===== src/rtl/tx_fifo_pkg.sv =====
package tx_fifo_pkg;
  localparam int FRAME_W = 12;
  localparam int LEN_W   = 4;
  localparam int CMD_XF_BIT  = 0;
  localparam int CMD_RES_BIT = 1;

  typedef struct packed {
    logic       brk;
    logic       odd;
    logic       par_en;
    logic       two_stop;
    logic [1:0] len_code;
  } fmt_t;

  localparam fmt_t FMT_RESET = '{brk: 1'b0, odd: 1'b0, par_en: 1'b0,
                                 two_stop: 1'b0, len_code: 2'd3};

  // bit 0 = start; stop bits fill the rest with 1
  function automatic logic [FRAME_W-1:0] frame_bits(input logic [7:0] d, input fmt_t f);
    logic [FRAME_W-1:0] b;
    logic par;
    int n;
    n   = 5 + int'(f.len_code);
    b   = '1;
    b[0] = 1'b0;
    par = f.odd;
    for (int i = 0; i < 8; i++) begin
      if (i < n) begin
        b[1+i] = d[i];
        par    = par ^ d[i];
      end
    end
    for (int i = 6; i < FRAME_W; i++) begin
      if (f.par_en && i == n + 1) b[i] = par;
    end
    return b;
  endfunction

  function automatic logic [LEN_W-1:0] frame_len(input fmt_t f);
    return 4'd7 + 4'(f.len_code) + 4'(f.par_en) + 4'(f.two_stop);
  endfunction
endpackage


===== src/rtl/tx_cmd_unit.sv =====
module tx_cmd_unit #(
  parameter int CMD_CYCLES = 3,
  localparam int BW = $clog2(CMD_CYCLES + 1)
) (
  input  logic       clk_i,
  input  logic       rst_ni,
  input  logic       wr_i,
  input  logic [1:0] data_i,
  output logic       xf_o,
  output logic       flush_o,
  output logic       busy_o
);
  import tx_fifo_pkg::*;

  logic [BW-1:0] cnt_q;
  logic          accept;

  assign accept  = wr_i && (cnt_q == '0) && (data_i[CMD_XF_BIT] || data_i[CMD_RES_BIT]);
  assign flush_o = accept && data_i[CMD_RES_BIT];
  assign xf_o    = accept && data_i[CMD_XF_BIT] && !data_i[CMD_RES_BIT];
  assign busy_o  = (cnt_q != '0);

  always_ff @(posedge clk_i or negedge rst_ni) begin
    if (!rst_ni)           cnt_q <= '0;
    else if (accept)       cnt_q <= BW'(CMD_CYCLES);
    else if (cnt_q != '0)  cnt_q <= cnt_q - 1'b1;
  end

  // busy window only counts down; writes inside it cannot restart it
  p_busy_countdown_r9: assert property (@(posedge clk_i) disable iff (!rst_ni)
    (cnt_q != '0) |=> (cnt_q == $past(cnt_q) - 1'b1));
endmodule


===== src/rtl/tx_block_store.sv =====
module tx_block_store #(
  parameter int DEPTH = 32,
  localparam int IW = $clog2(DEPTH),
  localparam int CW = IW + 1
) (
  input  logic       clk_i,
  input  logic       rst_ni,
  input  logic       push_i,
  input  logic [7:0] push_data_i,
  input  logic       start_i,
  input  logic       flush_i,
  input  logic       pop_i,
  output logic       avail_o,
  output logic [7:0] head_o,
  output logic       pool_free_o,
  output logic       drained_o
);
  localparam logic [CW-1:0] FULL = CW'(DEPTH);

  logic [7:0]    mem_q [DEPTH];
  logic [CW-1:0] cnt_q, rd_q;
  logic          sending_q, drained_q;
  logic          accept_push, last_pop;

  assign accept_push = push_i && !sending_q && (cnt_q != FULL);
  assign last_pop    = pop_i && ((rd_q + 1'b1) == cnt_q);

  always_ff @(posedge clk_i) begin
    if (accept_push && !flush_i) mem_q[cnt_q[IW-1:0]] <= push_data_i;
  end

  always_ff @(posedge clk_i or negedge rst_ni) begin
    if (!rst_ni) begin
      cnt_q     <= '0;
      rd_q      <= '0;
      sending_q <= 1'b0;
      drained_q <= 1'b0;
    end else begin
      drained_q <= 1'b0;
      if (flush_i) begin
        cnt_q     <= '0;
        rd_q      <= '0;
        sending_q <= 1'b0;
      end else if (sending_q) begin
        if (last_pop) begin
          cnt_q     <= '0;
          rd_q      <= '0;
          sending_q <= 1'b0;
          drained_q <= 1'b1;
        end else if (pop_i) begin
          rd_q <= rd_q + 1'b1;
        end
      end else if (start_i && cnt_q != '0) begin
        sending_q <= 1'b1;
        rd_q      <= '0;
      end else if (accept_push) begin
        cnt_q <= cnt_q + 1'b1;
      end
    end
  end

  assign avail_o     = sending_q;
  assign head_o      = mem_q[rd_q[IW-1:0]];
  assign pool_free_o = !sending_q;
  assign drained_o   = drained_q;

  p_fill_bound_r2: assert property (@(posedge clk_i) disable iff (!rst_ni)
    cnt_q <= FULL);
  p_frozen_while_sending_r2: assert property (@(posedge clk_i) disable iff (!rst_ni)
    (sending_q && push_i && !flush_i) |=> (cnt_q == $past(cnt_q) || cnt_q == '0));
  p_drain_frees_r5: assert property (@(posedge clk_i) disable iff (!rst_ni)
    drained_q |-> !sending_q);
endmodule


===== src/rtl/tx_frame_shifter.sv =====
module tx_frame_shifter
  import tx_fifo_pkg::*;
(
  input  logic       clk_i,
  input  logic       rst_ni,
  input  logic       tick_i,
  input  fmt_t       fmt_i,
  input  logic       imm_pend_i,
  input  logic [7:0] imm_data_i,
  input  logic       blk_avail_i,
  input  logic [7:0] blk_data_i,
  output logic       line_o,
  output logic       idle_o,
  output logic       load_imm_o,
  output logic       pop_blk_o,
  output logic       imm_done_o
);
  logic               active_q, cur_imm_q, line_q;
  logic [LEN_W-1:0]   left_q;
  logic [FRAME_W-1:0] rest_q;
  logic               slot_free, load_any;
  logic [7:0]         ld_data;
  logic [FRAME_W-1:0] ld_frame;

  // a new frame may start on the tick that ends the previous last stop bit
  assign slot_free  = tick_i && (!active_q || left_q == '0);
  assign load_imm_o = slot_free && imm_pend_i;
  assign pop_blk_o  = slot_free && !imm_pend_i && blk_avail_i;
  assign load_any   = load_imm_o || pop_blk_o;
  assign ld_data    = imm_pend_i ? imm_data_i : blk_data_i;
  assign ld_frame   = frame_bits(ld_data, fmt_i);
  assign imm_done_o = tick_i && active_q && (left_q == '0) && cur_imm_q;

  always_ff @(posedge clk_i or negedge rst_ni) begin
    if (!rst_ni) begin
      active_q  <= 1'b0;
      cur_imm_q <= 1'b0;
      line_q    <= 1'b1;
      left_q    <= '0;
      rest_q    <= '1;
    end else if (load_any) begin
      active_q  <= 1'b1;
      cur_imm_q <= load_imm_o;
      line_q    <= ld_frame[0];
      rest_q    <= {1'b1, ld_frame[FRAME_W-1:1]};
      left_q    <= frame_len(fmt_i) - 4'd1;
    end else if (tick_i && active_q) begin
      if (left_q == '0) begin
        active_q  <= 1'b0;
        cur_imm_q <= 1'b0;
        line_q    <= 1'b1;
      end else begin
        line_q <= rest_q[0];
        rest_q <= {1'b1, rest_q[FRAME_W-1:1]};
        left_q <= left_q - 1'b1;
      end
    end
  end

  assign line_o = line_q;
  assign idle_o = !active_q;

  p_start_low_r4: assert property (@(posedge clk_i) disable iff (!rst_ni)
    $rose(active_q) |-> !line_q);
  p_left_bound_r4: assert property (@(posedge clk_i) disable iff (!rst_ni)
    active_q |-> (left_q < LEN_W'(FRAME_W)));
endmodule


===== src/rtl/tx_fifo_ctrl.sv =====
module tx_fifo_ctrl
  import tx_fifo_pkg::*;
#(
  parameter int DEPTH = 32,
  parameter int CMD_CYCLES = 3,
  localparam int AW = $clog2(DEPTH) + 1
) (
  input  logic          clk_i,
  input  logic          rst_ni,
  input  logic          wr_en_i,
  input  logic [AW-1:0] wr_addr_i,
  input  logic [7:0]    wr_data_i,
  input  logic          bit_tick_i,
  output logic          tx_o,
  output logic          pool_free_o,
  output logic          cmd_busy_o,
  output logic          imm_busy_o,
  output logic          all_sent_o,
  output logic          irq_pool_o,
  output logic          irq_all_o
);
  localparam logic [AW-1:0] A_CMD = AW'(DEPTH);
  localparam logic [AW-1:0] A_IMM = AW'(DEPTH + 1);
  localparam logic [AW-1:0] A_FMT = AW'(DEPTH + 2);

  logic win_wr, cmd_wr, imm_wr, fmt_wr;
  logic xf, flush;
  logic blk_avail, pool_free, drained;
  logic [7:0] blk_head;
  logic line, sh_idle, load_imm, pop_blk, imm_done;
  fmt_t fmt_q;
  logic imm_busy_q, imm_pend_q;
  logic [7:0] imm_data_q;
  logic all_sent_q, irq_all_q, quiet;

  assign win_wr = wr_en_i && !wr_addr_i[AW-1];
  assign cmd_wr = wr_en_i && (wr_addr_i == A_CMD);
  assign imm_wr = wr_en_i && (wr_addr_i == A_IMM);
  assign fmt_wr = wr_en_i && (wr_addr_i == A_FMT);

  tx_cmd_unit #(.CMD_CYCLES(CMD_CYCLES)) u_cmd (
    .clk_i, .rst_ni,
    .wr_i(cmd_wr), .data_i(wr_data_i[1:0]),
    .xf_o(xf), .flush_o(flush), .busy_o(cmd_busy_o)
  );

  tx_block_store #(.DEPTH(DEPTH)) u_store (
    .clk_i, .rst_ni,
    .push_i(win_wr), .push_data_i(wr_data_i),
    .start_i(xf), .flush_i(flush), .pop_i(pop_blk),
    .avail_o(blk_avail), .head_o(blk_head),
    .pool_free_o(pool_free), .drained_o(drained)
  );

  tx_frame_shifter u_shift (
    .clk_i, .rst_ni,
    .tick_i(bit_tick_i), .fmt_i(fmt_q),
    .imm_pend_i(imm_pend_q), .imm_data_i(imm_data_q),
    .blk_avail_i(blk_avail), .blk_data_i(blk_head),
    .line_o(line), .idle_o(sh_idle),
    .load_imm_o(load_imm), .pop_blk_o(pop_blk), .imm_done_o(imm_done)
  );

  always_ff @(posedge clk_i or negedge rst_ni) begin
    if (!rst_ni) begin
      fmt_q      <= FMT_RESET;
      imm_busy_q <= 1'b0;
      imm_pend_q <= 1'b0;
      imm_data_q <= '0;
    end else begin
      if (fmt_wr) fmt_q <= fmt_t'(wr_data_i[5:0]);
      if (imm_wr && !imm_busy_q) begin
        imm_busy_q <= 1'b1;
        imm_pend_q <= 1'b1;
        imm_data_q <= wr_data_i;
      end else begin
        if (load_imm) imm_pend_q <= 1'b0;
        if (imm_done) imm_busy_q <= 1'b0;
      end
    end
  end

  assign quiet = sh_idle && pool_free && !imm_busy_q;

  always_ff @(posedge clk_i or negedge rst_ni) begin
    if (!rst_ni) begin
      all_sent_q <= 1'b1;
      irq_all_q  <= 1'b0;
    end else begin
      all_sent_q <= quiet;
      irq_all_q  <= quiet && !all_sent_q;
    end
  end

  assign tx_o        = line & ~fmt_q.brk;
  assign pool_free_o = pool_free;
  assign imm_busy_o  = imm_busy_q;
  assign all_sent_o  = all_sent_q;
  assign irq_pool_o  = drained;
  assign irq_all_o   = irq_all_q;

  p_pool_irq_free_r5: assert property (@(posedge clk_i) disable iff (!rst_ni)
    irq_pool_o |-> pool_free_o);
  p_all_irq_level_r6: assert property (@(posedge clk_i) disable iff (!rst_ni)
    irq_all_o |-> all_sent_o);
  p_imm_clear_tick_r7: assert property (@(posedge clk_i) disable iff (!rst_ni)
    $fell(imm_busy_q) |-> $past(bit_tick_i));
  p_imm_pend_busy_r7: assert property (@(posedge clk_i) disable iff (!rst_ni)
    imm_pend_q |-> imm_busy_q);
endmodule


===== config.mk =====
export PLATFORM = sky130hd
export DESIGN_NAME = tx_fifo_ctrl
export DESIGN_NICKNAME = d
export VERILOG_FILES = /design/src/rtl/tx_fifo_pkg.sv /design/src/rtl/tx_cmd_unit.sv /design/src/rtl/tx_block_store.sv /design/src/rtl/tx_frame_shifter.sv /design/src/rtl/tx_fifo_ctrl.sv
export SDC_FILE = /design/constraint.sdc
export NUM_CORES = 1
export LEC_CHECK = 0
export ABC_AREA = 1
export BUFFER_PORTS_ARGS = -buffer_cell sky130_fd_sc_hd__clkbuf_2
export CORE_MARGIN = 10
export CORE_UTILIZATION = 35
export CTS_CLUSTER_DIAMETER = 200
export DETAILED_ROUTE_END_ITERATION = 8
export PLACE_DENSITY_LB_ADDON = 0.2
export SLEW_MARGIN = 25
export SYNTH_ARGS = -nofsm -noshare
export SYNTH_HDL_FRONTEND = slang
export SYNTH_SLANG_ARGS = --single-unit

===== constraint.sdc =====
create_clock -name clk_i -period 6.4 [get_ports clk_i]
set_input_delay 0.64 -clock clk_i [delete_from_list [all_inputs] [get_ports clk_i]]
set_output_delay 0.64 -clock clk_i [all_outputs]
set_load 0.03 [all_outputs]

Word-level counts from Yosys, hierarchy flattened
Memory sizes are Yosys's and may differ from the RTL's.
Cells that the tools add are included.
Word-level totals
  bits in writable memories: 256
  flip-flop bits (word level): 53
  memories kept: 1
  input port bits: 18
  output and inout bits: 7
Memories
  u_store.mem_q: words 32, bits a word 8, read ports 1, clocked after Yosys merged registers in 0, wr ports 1, line tx_block_store.sv:20  | logic [7:0] mem_q [DEPTH];
Operators by class
  $lt $le $gt $ge: 8
  $add $sub $neg: 10
  eq/ne operators: 15
  bitwise gates (word level): 10
  multiplexer cells: 61
  reduce and logical (&&, ||, !) cells: 57
Operators with widths (number)
  equality test 5 x 32 -> 1 bit (first input constant): 4
  less-than comparator 4 x 32 -> 1 bit (first input constant): 4
  equality test 4 x 32 -> 1 bit (first input constant): 2
  less-than comparator 3 x 32 -> 1 bit (first input constant): 2
  two-way mux 6 bit: 10
  two-way mux 1 bit: 42
  two-way mux 12 bit: 3
  adder 32 x 2 -> 32 bit (second input constant): 1
  less-than comparator 1 x 32 -> 1 bit (first input constant): 1
  less-than comparator 2 x 32 -> 1 bit (first input constant): 1
  logical AND 1 bit: 31
  equality test 6 bit (second input constant): 3
  adder 6 x 1 -> 6 bit (second input constant): 2
  two-way mux 4 bit: 3
  nonzero test 2 bit: 6
  adder 3 x 2 -> 4 bit (first input constant): 2
  adder 4 x 1 -> 4 bit: 2
  logical NOT 1 bit: 8
  two-way mux 8 bit: 1
  subtractor 4 x 1 -> 4 bit (second input constant): 2
  XOR 1 bit: 8
  equality test 6 bit: 1
  inequality test 6 bit (second input constant): 1
  AND reduction 2 bit: 3
  other kinds (14): 18

Longest topological paths before layout
An unclocked memory read counts as a cell.
  word-level depth: 20
  depth in mapped cells: 22
  gate-level depth less buffers: 19

Cells and area by module
A second synthesis with hierarchy kept.
Unflattened totals
  cells, all modules: 1257
  area total of the unflattened synthesis: 13585.5 um^2
Modules (own cells, without submodules)
  tx_block_store: instances 1, sequential area each 8037.7 um^2, cells each 902, area an instance 11138.2 um^2
  tx_frame_shifter: instances 1, sequential area each 465.4 um^2, cells each 243, area an instance 1488.9 um^2
  tx_fifo_ctrl: instances 1, sequential area each 454.2 um^2, cells each 90, area an instance 815.8 um^2
  tx_cmd_unit: instances 1, sequential area each 50.0 um^2, cells each 22, area an instance 142.6 um^2

Worst setup path after synthesis
OpenSTA, ideal clock, no wires.
  kind: reg-to-reg
  start point: reg u_store.cnt_q[0]
  end point: mem u_store.mem_q[10][0] (enable)
  period minus slack after synthesis: 2.498 ns
  slack: 3.902 ns
  setup time: 0.371 ns
  data required time: 6.029 ns
  buffers on the path: 0
  data arrival time: 2.128 ns
  cell stages (with the launch flop): 8
  path through: dfrtp_1 > inv_1 > ha_1 > nand3_1 > inv_1 > a2111oi_2 > nand2_1 > nor2_1
Between the ends
  cells in the longest elaborated chain, start to end: 5
RTL lines
  from (decl): line tx_block_store.sv:21  | logic [CW-1:0] cnt_q, rd_q;
  from (signal assigned): line tx_block_store.sv:57  | cnt_q <= cnt_q + 1'b1;
  inequality test 6 bit: line tx_block_store.sv:25  | assign accept_push = push_i && !sending_q && (cnt_q != FULL);
  logical AND 1 bit: line tx_block_store.sv:25
  logical AND 1 bit: line tx_block_store.sv:29  | if (accept_push && !flush_i) mem_q[cnt_q[IW-1:0]] <= push_data_i;
  two-way mux 1 bit: line tx_block_store.sv:29
  two-way mux 1 bit (implied by the code): line tx_block_store.sv:29
  to (decl): line tx_block_store.sv:20
Several ways; a longest one is shown, not always the timed one.

Worst setup path after layout
  start point: reg u_store.rd_q[0]
  end point: reg u_store.cnt_q[2]
Between the ends
  cells in the longest elaborated chain, start to end: 5
RTL lines
  from (decl): line tx_block_store.sv:21
  from (signal assigned): line tx_block_store.sv:51  | rd_q <= rd_q + 1'b1;
  adder 6 x 1 -> 6 bit: line tx_block_store.sv:26  | assign last_pop = pop_i && ((rd_q + 1'b1) == cnt_q);
  equality test 6 bit: line tx_block_store.sv:26
  logical AND 1 bit: line tx_block_store.sv:26
  inequality test 3 x 2 -> 1 bit (no source line)
  AND reduction 3 bit (no source line)
No other way between the ends.
A chain may end at the register's enable or synchronous reset.

==> results.md <==
- Post-Synth Adder-Cell Area: 0.981%
- Vias in the first global route: 8926
- Post-synthesis simple-gate area fraction: 21.7%
- Global route overflow: 0
- Pre-CTS setup slack: 2.52 ns
- Final Max Slew Viols: 0
- Post-DRT Antenna Nets: 0
- Mux cell area share after synthesis: 0.167%
- CP Max Fanout: 82
- DRT Pass-1 Iters: 5
- Cells after synthesis: 1261
- Routability cong.: 0.886
- Type of origin of the critical path: flip-flop
- Compound-Gate Fraction of Synth Area: 4.73%
- Final count of hold timing violations: 0
- Synth Register Bits: 308
- Net count, final: 1297
- Outcome: finished clean
- Largest family of logic cells by synthesized area: simple AND/OR/NAND/NOR gates
- CP Cell Sequence: buf_4 > ha_1 > xor2_1 > a21oi_1 > o21ai_1 > a211oi_1 > o2111ai_1 > nand2_1 > nor2_2 > a21oi_4 > nand2_1 > a21oi_1
- Fin Setup TNS: 0 ns
- GRT Resource Usage Total: 14.8%
- Area grow syn2layout: 11.6%
- CP delay by family, top: compound AO/OA/AOI/OAI gates
- Final period utilization: 60.1%
- Clk root buf: clkbuf_16
- CTS buffer count: 35
- Syn Area/Cell: 10.7 um2
- Power density over the cells: 421 mW/mm2
- Synth Flop Type: edfxtp_1
- Core region area: 0.0378 mm2
- Kind of critical path: flip-flop to flip-flop
- CTS max path bufs: 3
- Post-synth EDFFs: 256
- Die Y: 217 um
- Met2 wire length: 17000 um
- Die X-Extent: 217 um
- Mapped Nets: 1289
- First-pass GRT wire length: 54500 um
- Rows: 71
- Largest net degree at the start of global routing: 96
- Clock Skews: 0.0282 ns
- H-tree levels: 2
- Routed length per instance: 19.5 um
- Worst hold slack: 0.259 ns
- Syn Std Cell Area: 0.0135 mm2
- IO buf count: 24
- Initial DRC Count: 629
- Critical Path RT: 6.82 ns
- Fill cells: 3775
- CTS tree: built
- Reg2Reg Setup Slack: 2.56 ns
- # IOs: 25
- CP endpoint kind: flip-flop
- Hold crit path type: primary input to asynchronous set/reset pin
- Library cells used by synthesis: 44
- Post-CTS setup buffer count: 0
- Die area: 0.0469 mm2
- CTS Sinks: 308
- Crit-path max cell delay: 0.82 ns
- Cts hold-fix bufs: 0
- Max cap viols: 0
- Layout Utilization: 39.8%
- Final count of negative-setup-slack endpoints: 0
- Setup repair after global routing missed its margin: no
- Top layer in use: met4
- Tmin final: 3.84 ns
- PnR worst setup slack: 2.56 ns
- Max frequency: 260 MHz
- Fin cells: 1806
- Skew-Pair Late Insertion Delay: 0.53 ns
- Hpwl dp: 21700 um
- Clock slew seen by the registers of the worst setup and hold paths: 0.06 ns
- M1 WL: 16000 um
- Maximum VDD drop: 0.227 mV
- Vias per cell: 5.10
- Starting Density: 35.7%
- Pleak: 5.63 nW
- Least-Margin Pin Slew: 0.992 ns
- Initial antenna violation count: 0
- CP max-delay cell: dfrtp_4
- Asr flop ratio synth: 16.9%
- Antenna diode count: 0
- Drt total wl: 35300 um
- Slew HR: 33.9%
- Sequential-to-total area share from yosys stat: 66.6%
- DP Cell Count: 1743
- Fraction of layout cells with a size suffix above 1: 9.88%
- Routed wl met3: 1580 um
- Vias post-DR: 9215
- Post-route DRC: 0
- XOR/XNOR Fraction of Synth Area: 0.583%
- CTS resizes: 0
- Crit path DAT: 4.26 ns
- Synthesis Warnings: 0
- Bufs and invs on worst path: 1
==> flip-flops by register name, summed over array words and instances, names as in the netlist, 2 cells and up <==
name and cells:
u_store.cnt_q 6, u_shift.rest_q 11, u_store.mem_q 256, u_shift.left_q 4, u_cmd.cnt_q 2, imm_data_q 8
fmt_q 6, u_store.rd_q 6
==> path summary, 6_finish.rpt <==
path | end | from | cells past startpoint
max | u_store.cnt_q[2] | u_store.rd_q[0] | 12
min | u_shift.left_q[2] | rst_ni | 2
max reg2reg | u_store.cnt_q[2] | u_store.rd_q[0] | 12
min reg2reg | u_shift.rest_q[8] | u_shift.rest_q[8] | 2
max in group asynchronous | u_store.rd_q[0] | rst_ni | 2
min in group clk_i | u_shift.line_o | bit_tick_i | 3
==> cells by family (layout without fill, tap and decap cells) <==
logic type                 Yosys count  count (layout)
AOI/OAI and AO/OA                  112             112
xor gates and xnor gates             9               9
adders and majority gates           10              10
buffers and inverters              136             170
DFF                                308             308
muxes                                2               2
and+or+nand+nor                    684             684
==> per-stage QoR <==
stage	power (mW)	instance area (um2)
after global routing	6.69	15100
after detailed placement	4.37	13900
after CTS	6.40	15100
after floorplan	3.88	13500
final	6.35	15100
after global placement	4.36	13900
==> synthesized netlist by cell type (3+ instances only) <==
library cell | count | area share (%)
a21oi_1 | 14 | 0.52
buf_2 | 33 | 1.2
buf_4 | 11 | 0.61
buf_6 | 13 | 1.1
clkbuf_1 | 4 | 0.11
clkinv_1 | 3 | 0.083
dfrtp_1 | 37 | 6.9
dfstp_2 | 15 | 2.9
edfxtp_1 | 256 | 57
ha_1 | 9 | 0.83
inv_1 | 67 | 1.9
inv_2 | 3 | 0.083
nand2_1 | 339 | 9.4
nand2_2 | 4 | 0.19
nand3_1 | 219 | 8.1
nand3_2 | 4 | 0.30
nand4_1 | 4 | 0.19
nor2_1 | 95 | 2.6
nor3_1 | 5 | 0.19
nor4_1 | 3 | 0.14
o21ai_0 | 57 | 2.1
o21ai_1 | 11 | 0.41
o221ai_1 | 3 | 0.19
o22ai_1 | 18 | 0.83
or2_2 | 6 | 0.28
xor2_1 | 7 | 0.45
==> power breakdown <==
group	total (mW)	internal, mW	switching [mW]
logic	1.82	0.535	1.29
clock network	2.02	1.22	0.794
registers	2.51	2.36	0.151
total	6.35	4.11	2.23
==> placed cells by master (no fill, tap or decap), drive strengths merged, types with 6 or more instances in the layout <==
cell	netlist	layout
a21oi	15	15
buf	58	9
clkbuf	4	66
clkinv	3	16
dfrtp	37	37
dfstp	15	15
edfxtp	256	256
ha	9	9
inv	71	74
nand2	343	343
nand3	223	223
nor2	97	97
o21ai	68	68
o22ai	18	18
or2	6	6
xor2	7	7
==> area by class of cell <==
cell class	instances	area, um2	area share, %
Inverter	74	283	1.88
Sequential cell	308	9010	59.8
Timing Repair Buffer	33	188	1.24
Tap cell	511	639	4.24
Clock inverter	21	234	1.55
Clock buffer	42	912	6.05
Multi-Input combinational cell	817	3810	25.3
==> layer usage <==
| metal | vias up | GRT usage, % |
|---|---|---|
| li1 | 4379 | - |
| met1 | 4555 | 20.0 |
| met2 | 224 | 24.4 |
| met5 | - | 0 |
| met3 | 57 | 2.01 |
| met4 | 0 | 4.36 |
(Power assumes the default switching activity.)
